[src/rtl/acs_pkg.sv]
package acs_pkg;
    localparam int ACC_W = 8;
    localparam int NIB_W = 4;
    localparam int OP_W  = 4;

    typedef enum logic [OP_W-1:0] {
        OP_CLR  = 4'd0,
        OP_INC  = 4'd1,
        OP_DEC  = 4'd2,
        OP_RRC  = 4'd3,
        OP_RLC  = 4'd4,
        OP_SWAP = 4'd5,
        OP_SETC = 4'd6,
        OP_CLRC = 4'd7,
        OP_DADJ = 4'd8
    } acs_op_e;

    typedef struct packed {
        logic [ACC_W-1:0] acc;
        logic             c;
        logic             hc;
    } acs_state_t;
endpackage

[src/rtl/acs_shift.sv]
module acs_shift
    import acs_pkg::*;
(
    input  logic [ACC_W-1:0] acc_i,
    input  logic             c_i,
    output logic [ACC_W-1:0] rr_acc_o,
    output logic             rr_c_o,
    output logic [ACC_W-1:0] rl_acc_o,
    output logic             rl_c_o,
    output logic             rl_hc_o,
    output logic [ACC_W-1:0] swap_o
);
    localparam int HALF = ACC_W / 2;

    always_comb begin
        rr_acc_o = {c_i, acc_i[ACC_W-1:1]};
        rr_c_o   = acc_i[0];
        rl_acc_o = {acc_i[ACC_W-2:0], c_i};
        rl_c_o   = acc_i[ACC_W-1];
        rl_hc_o  = acc_i[0];
        swap_o   = {acc_i[HALF-1:0], acc_i[ACC_W-1:HALF]};
    end
endmodule

[src/rtl/acs_decadj.sv]
module acs_decadj
    import acs_pkg::*;
(
    input  logic [ACC_W-1:0] acc_i,
    input  logic             c_i,
    input  logic             hc_i,
    input  logic             sub_i,
    output logic [ACC_W-1:0] acc_o
);
    localparam int NDIG = ACC_W / NIB_W;

    logic [NDIG-1:0]  dig_flag;
    logic [NDIG-1:0]  dig_fix;
    logic [ACC_W-1:0] adj;

    for (genvar k = 0; k < NDIG; k++) begin : g_digit
        if (k == 0) begin : g_low
            assign dig_flag[k] = hc_i;
        end else begin : g_high
            assign dig_flag[k] = c_i;
        end
        assign dig_fix[k] = sub_i ? ~dig_flag[k]
                                  : (dig_flag[k] | (acc_i[k*NIB_W +: NIB_W] > 4'd9));
        assign adj[k*NIB_W +: NIB_W] = dig_fix[k] ? 4'h6 : 4'h0;
    end

    always_comb begin
        acc_o = sub_i ? (acc_i - adj) : (acc_i + adj);
    end
endmodule

[src/rtl/acs_unit.sv]
module acs_unit
    import acs_pkg::*;
(
    input  logic             clk,
    input  logic             rst_n,
    input  logic [3:0]       op_i,
    input  logic [ACC_W-1:0] acc_i,
    input  logic             c_i,
    input  logic             hc_i,
    input  logic             sub_i,
    output logic [ACC_W-1:0] acc_o,
    output logic             c_o,
    output logic             hc_o
);
    acs_state_t state_d, state_q;

    logic [ACC_W-1:0] rr_acc, rl_acc, swap_acc, dadj_acc;
    logic             rr_c, rl_c, rl_hc;

    acs_shift u_shift (
        .acc_i    (acc_i),
        .c_i      (c_i),
        .rr_acc_o (rr_acc),
        .rr_c_o   (rr_c),
        .rl_acc_o (rl_acc),
        .rl_c_o   (rl_c),
        .rl_hc_o  (rl_hc),
        .swap_o   (swap_acc)
    );

    acs_decadj u_decadj (
        .acc_i (acc_i),
        .c_i   (c_i),
        .hc_i  (hc_i),
        .sub_i (sub_i),
        .acc_o (dadj_acc)
    );

    always_comb begin
        state_d.acc = acc_i;
        state_d.c   = c_i;
        state_d.hc  = hc_i;
        case (op_i)
            OP_CLR:  state_d.acc = '0;
            OP_INC:  state_d.acc = acc_i + 1'b1;
            OP_DEC:  state_d.acc = acc_i - 1'b1;
            OP_RRC: begin
                state_d.acc = rr_acc;
                state_d.c   = rr_c;
            end
            OP_RLC: begin
                state_d.acc = rl_acc;
                state_d.c   = rl_c;
                state_d.hc  = rl_hc;
            end
            OP_SWAP: state_d.acc = swap_acc;
            OP_SETC: begin
                state_d.c  = 1'b1;
                state_d.hc = 1'b1;
            end
            OP_CLRC: begin
                state_d.c  = 1'b0;
                state_d.hc = 1'b0;
            end
            OP_DADJ: state_d.acc = dadj_acc;
            default: ;
        endcase
    end

    always_ff @(posedge clk or negedge rst_n) begin
        if (!rst_n) state_q <= '0;
        else        state_q <= state_d;
    end

    assign acc_o = state_q.acc;
    assign c_o   = state_q.c;
    assign hc_o  = state_q.hc;
endmodule

[config.mk]
export PLATFORM = sky130hd
export DESIGN_NAME = acs_unit
export DESIGN_NICKNAME = d
export VERILOG_FILES = /design/src/rtl/acs_pkg.sv /design/src/rtl/acs_shift.sv /design/src/rtl/acs_decadj.sv /design/src/rtl/acs_unit.sv
export SDC_FILE = /design/constraint.sdc
export NUM_CORES = 1
export LEC_CHECK = 0
export BUFFER_PORTS_ARGS = -buffer_cell sky130_fd_sc_hd__buf_2
export CAP_MARGIN = 25
export CORE_ASPECT_RATIO = 1.2
export CORE_UTILIZATION = 55
export DETAILED_ROUTE_END_ITERATION = 10
export PLACE_DENSITY = 0.81
export SLEW_MARGIN = 20
export SYNTH_ARGS = -nofsm -noshare
export SYNTH_HDL_FRONTEND = slang
export SYNTH_SLANG_ARGS = --single-unit
export TNS_END_PERCENT = 10
[constraint.sdc]
create_clock -name clk -period 0.8 [get_ports clk]
set_input_delay 0.08 -clock clk [delete_from_list [all_inputs] [get_ports clk]]
set_output_delay 0.08 -clock clk [all_outputs]
set_load 0.03 [all_outputs]
==> results.toml, run 1 <==
[sta]
relSlewSlack_pct = 64.0
finalSetupTns_ns = -11.08
setup_viol = 20
fin_crit_sh_pct = 292
period_needed_ns = 2.34
setup_slack_ns = -1.54
rsz0062_at_grt = "yes"
worst_pin_slew_ns = 0.537
timing.hold.ws_ns = 0.142
hold_viol = 0
slew_violations = 0
fmax_ghz = 0.428

[power_and_ir_drop]
p_int_mw = 1.45
p_switching_mw = 1.11
power.share.switching_pct = 43.3
seqPwrFrac_pct = 23.6
peakVddDrop_uv = 1040
power_frac_clock_pct = 20.2
power.leakage_nw = 0.921
power_density_nw_per_um2 = 1280
comb_power_share_pct = 56.1

[clocking]
cts_buffers = 3
cts_buffer_depth = 2
cts.sinks = 10
cts_tree = "built"
clk_pin_slew_worst_paths_ns = 0.09
ctsHtreeMaxLevel = 1
root_buffer = "clkbuf_4"

[logic_synthesis]
ys_seq_area_share_pct = 20.4
syn_inst = 165
synth_seq_cells = 10
syn_area_sq_um = 1230
syn_avg_cell_area_sq_um = 7.45
yosysWarnings = 0
ys_types = 46
syn-num-nets = 192

[finish]
drive_gt1_share_pct = 48.9
diodes = 0
utilization_pct = 96.9
final_common_cell = "buf_4"
area_growth_pct = 63.3
layout.nets = 257
layout_common_cells = "buf_4, o21ai_0, buf_6"
instances_no_fill = 259

[detailed_routing]
num_vias = 2000
finalWirelength_microns = 7070
viasPerCell = 7.72
drcViolationCount = 2
drt_iter0_drc = 325
wl_per_cell_microns = 27.3
ant_nets = 0
dr.pass1.iters = 11

[global_route]
grt_pass1_vias = 1559
antenna_found_initial = 0
grt_max_degree = 23
grt_pass1_wl_microns = 7620
overflow = 0
grtUsageTotal_pct = 44.3

[floorplanning]
fp.dieH_microns = 53.8
dieArea_sq_um = 2430
start_util_pct = 59.3
rows = 18
core_area_sq_um = 2070
die_w_microns = 45.1
io_pins = 27

[hold_path]
whs_path_depth = 3
hold_path_class = "in2reg"

[critical_path]
critPathMaxStageDelay_ns = 0.40
crit_end = "acc_o[7]$_DFF_PN0_"
crit_cells = 14
critPathCaptureType = "flip-flop"
crit_chain = "buf_2 > buf_4 > nor2_1 > nand2_1 > nand2_2 > ha_4 > mux2i_1 > o21ai_1 > ha_1 > and3_1 > o311a_1 > or3b_4 > a211oi_2 > nor3b_2"
startpoint = "sub_i"
path_max_fanout = 5
critPathTopFamily = "simple AND/OR/NAND/NOR gates"
critical_path_class = "in2reg"
worstPathArrival_ns = 2.51
startpoint_type = "input pin"
crit_slowest_cell = "or3b_4"
critPathBufInv = 2
worstPathRequired_ns = 0.98

[outcome]
outcome = "finished with violations"
violations = "DRC, setup timing"

[flow_run]
drv_cap = 0

[placed_design]
dp_hpwl_microns = 3100
gp_congestion = 0.923
io_buffers = 26
place_ws_ns = -1.84
dp.cells = 249
==> through the flow <==
stage	area [sq um]	power (mW)
6_report	2010	2.57
5_1_grt	2010	2.65
4_1_cts	1850	2.21
3_5_place_dp	1650	1.58
3_3_place_gp	1650	1.54
2_1_floorplan	1260	1.17
==> synth_stat cells, drive strengths merged <==
library cell | instances | area (sq um)
o21ai | 31 | 159
a21oi | 15 | 75.1
nor2 | 15 | 56.3
nand2 | 12 | 45.0
dfrtp | 10 | 250
ha | 9 | 113
inv | 9 | 33.8
clkbuf | 7 | 26.3
buf | 4 | 32.5
o21a | 4 | 30.0
a211oi | 3 | 27.5
a21o | 3 | 22.5
and3 | 3 | 18.8
nand3b | 3 | 22.5
a222oi | 2 | 20.0
a22oi | 2 | 15.0
nand2b | 2 | 12.5
nor2b | 2 | 12.5
nor3 | 2 | 10.0
nor3b | 2 | 20.0
o2111ai | 2 | 17.5
o22ai | 2 | 12.5
o31a | 2 | 17.5
or2 | 2 | 12.5
or4b | 2 | 23.8
xor2 | 2 | 17.5
a221oi | 1 | 8.76
a22o | 1 | 8.76
and2b | 1 | 7.51
fa | 1 | 20.0
mux2i | 1 | 10.0
nand4b | 1 | 8.76
o21bai | 1 | 7.51
o22a | 1 | 8.76
o311a | 1 | 10.0
o31ai | 1 | 7.51
o32a | 1 | 10.0
or3b | 1 | 8.76
xnor2 | 1 | 8.76
==> registers in the layout (all words and copies together), names as in the netlist <==
name,count
acc_o,8
c_o,1
hc_o,1
==> power by group through the flow <==
stage	Clock [mW]	Combinational, mW	Sequential (mW)
global placement	0	0.948	0.589
floorplan	0	0.447	0.723
CTS	0.459	1.14	0.601
finish	0.519	1.44	0.606
global route	0.580	1.46	0.606
detailed placement	0	0.991	0.592
==> timing repair <==
action,4_1_cts,5_1_grt
pin swaps,15,20
endpoints found under the setup margin,19,20
gates resized for setup,36,38
hold buffers,1,0
endpoints found under the hold margin,10,0
buffers inserted,4,3
==> tightest hold or removal path, delay by kind of cell <==
kind	cells	cell delay (ns)
compound gates	2	0.17
buf+inv	1	0.13
==> worst min-delay path by stage <==
| stage | start | to |
|---|---|---|
| 2_1_floorplan | rst_n | acc_o[0]$_DFF_PN0_ |
| 3_3_place_gp | rst_n | acc_o[3]$_DFF_PN0_ |
| 3_5_place_dp | rst_n | acc_o[1]$_DFF_PN0_ |
| 4_1_cts | hc_i | hc_o$_DFF_PN0_ |
| 5_1_grt | hc_i | hc_o$_DFF_PN0_ |
| 6_report | hc_i | hc_o$_DFF_PN0_ |
==> area by class of cell <==
| cell class | count | area (sq um) |
|---|---|---|
| Tap cell | 30 | 37.5 |
| Timing Repair Buffer | 71 | 581 |
| Inverter | 9 | 36.3 |
| Fill cell | 41 | 65.1 |
| Sequential cell | 10 | 250 |
| Multi-Input combinational cell | 135 | 1070 |
| Clock buffer | 4 | 36.3 |
==> logic make-up (layout without fill, tap and decap cells) <==
group           after synthesis  count (layout)  share of synthesized area (%)
compound gates               73              73                           37.3
simple gates                 48              48                           21.1
buf+inv                      20              84                           7.54
fa+ha+maj                    10              10                           10.8
flops                        10              10                           20.4
xor+xnor                      3               3                           2.14
mux                           1               1                          0.815
==> layer usage <==
| metal | vias up | track usage (%) | part of all wire, % |
|---|---|---|---|
| met2 | 289 | 72.7 | 42 |
| met5 | - | 0 | 0 |
| li1 | 735 | - | - |
| met1 | 847 | 51.0 | 30 |
| met3 | 129 | 14.1 | 15 |
| met4 | 0 | 22.2 | 13 |
No activity file was read; power rests on OpenSTA's default activity.
==> run 2: changes to the inputs <==
--- a/config.mk
+++ b/config.mk
@@ -10,6 +10,7 @@
 export CORE_ASPECT_RATIO = 1.2
 export CORE_UTILIZATION = 55
 export DETAILED_ROUTE_END_ITERATION = 10
+export GPL_ROUTABILITY_DRIVEN = 0
 export PLACE_DENSITY = 0.81
 export SLEW_MARGIN = 20
 export SYNTH_ARGS = -nofsm -noshare
==> constraint.sdc (replaced) <==
create_clock -name clk -period 2.7 [get_ports clk]
set_input_delay 0.27 -clock clk [delete_from_list [all_inputs] [get_ports clk]]
set_output_delay 0.27 -clock clk [all_outputs]
set_load 0.03 [all_outputs]
==> run 2 against run 1 <==
- the flow now finishes without violations
- non-clock buffer count down 21
- core utilization down 21 points
- worst hold slack better by 0.19 ns
- combinational power down 81%
- largest cell class unchanged
- setup slack better by 1.6 ns
- sequential share of layout area up 3.4 points
- highest routed layer unchanged
==> results.toml, run 2 (synthesis results as in run 1) <==
[outcome]
outcome = "finished, final reports clean"

[sta]
relSlewSlack_pct = 62.2
setup_slack_ns = 0.0609
hold_viol = 0
worst_pin_slew_ns = 0.565
fin_crit_sh_pct = 97.7
timing.hold.ws_ns = 0.336
finalSetupTns_ns = 0
slew_violations = 0
period_needed_ns = 2.64
fmax_ghz = 0.379
setup_viol = 0

[detailed_routing]
finalWirelength_microns = 3490
ant_nets = 0
drt_iter0_drc = 66
drcViolationCount = 0
dr.pass1.iters = 4
num_vias = 1456
wl_per_cell_microns = 14.7
viasPerCell = 6.14

[finish]
area_growth_pct = 28.1
largest_reg_flops = 8
layout_common_cells = "buf_2, o21ai_0, buf_4"
layout.nets = 236
diodes = 0
final_area_sq_um = 1570
final_common_cell = "buf_2"
instances_no_fill = 237
utilization_pct = 76.0
drive_gt1_share_pct = 30.4

[global_route]
grt_pass1_wl_microns = 5420
antenna_found_initial = 0
grtUsageTotal_pct = 30.2
overflow = 0
grt_pass1_vias = 1272
grt_max_degree = 23

[floorplanning]
dieArea_sq_um = 2430
start_util_pct = 59.3
io_pins = 27
rows = 18
core_area_sq_um = 2070
die_w_microns = 45.1
fp.dieH_microns = 53.8

[power_and_ir_drop]
power.share.switching_pct = 38.9
power_density_nw_per_um2 = 345
power.leakage_nw = 0.753
comb_power_share_pct = 51.4
p_int_uw = 332
p_total_uw = 543
p_switching_uw = 211
peakVddDrop_uv = 271
power_frac_clock_pct = 17.0
seqPwrFrac_pct = 31.6

[critical_path]
critPathCaptureType = "flip-flop"
worstPathArrival_ns = 2.77
path_max_fanout = 3
startpoint_type = "input pin"
worstPathRequired_ns = 2.83
critical_path_class = "in2reg"

[clocking]
cts.sinks = 10
cts_buffer_depth = 2
cts_tree = "built"
root_buffer = "clkbuf_4"
clk_pin_slew_worst_paths_ns = 0.06
cts_buffers = 3
ctsHtreeMaxLevel = 1

[placed_design]
dp.cells = 232
io_buffers = 26
dp_hpwl_microns = 2650
place_area_sq_um = 1510
place_ws_ns = -0.243

[flow_run]
drv_cap = 0

[hold_path]
hold_path_class = "in2reg"
run 2: final cells by class:
type / instances / area, sq um
multi-input combinational: 135 / 917
fill: 171 / 498
timing repair buffer: 50 / 313
sequential: 10 / 250
tap: 30 / 37.5
inverter: 9 / 33.8
clock buffer: 3 / 22.5
run 2: per-layer routing:
layer	up-vias	global-route usage [%]	part of all wire (%)
met1	655	36.4	40
met3	18	4.03	7.7
met5	-	0	0
li1	696	-	-
met4	0	16.7	3.8
met2	87	51.0	49
run 2: final timing paths:
check	startpoint	end	slack (ns)	cells after the start
max in group asynchronous	rst_n	acc_o[1]$_DFF_PN0_	2.13	2
worst max-delay path	acc_i[1]	acc_o[7]$_DFF_PN0_	0.06	13
min in group asynchronous	rst_n	acc_o[3]$_DFF_PN0_	0.40	2
worst min-delay path	acc_i[0]	acc_o[0]$_DFF_PN0_	0.34	3
run 2: power groups by stage:
stage               combinational, mW  sequential (mW)  clock (mW)
floorplan                       0.128            0.214           0
global placement                0.254            0.174           0
detailed placement              0.262            0.175           0
CTS                             0.265            0.172      0.0928
global route                    0.304            0.173       0.105
finish                          0.279            0.172      0.0923
run 2: critical path: stages:
cell and delay [ns]:
buf_2 0.11, o21ai_2 0.14, a21oi_2 0.07, or2_2 0.33, ha_4 0.24, mux2i_1 0.16, o21ai_1 0.10, ha_1 0.32
and3_4 0.20, o311a_1 0.12, or3b_4 0.39, a211oi_2 0.24, nor3b_2 0.07
run 2: what timing repair did:
action | CTS | global route
endpoints found under the setup margin | 0 | 1
setup buffers | 0 | 1
resized for setup | 0 | 9
hold endpoints to repair | 10 | 0
hold buffers | 1 | 0
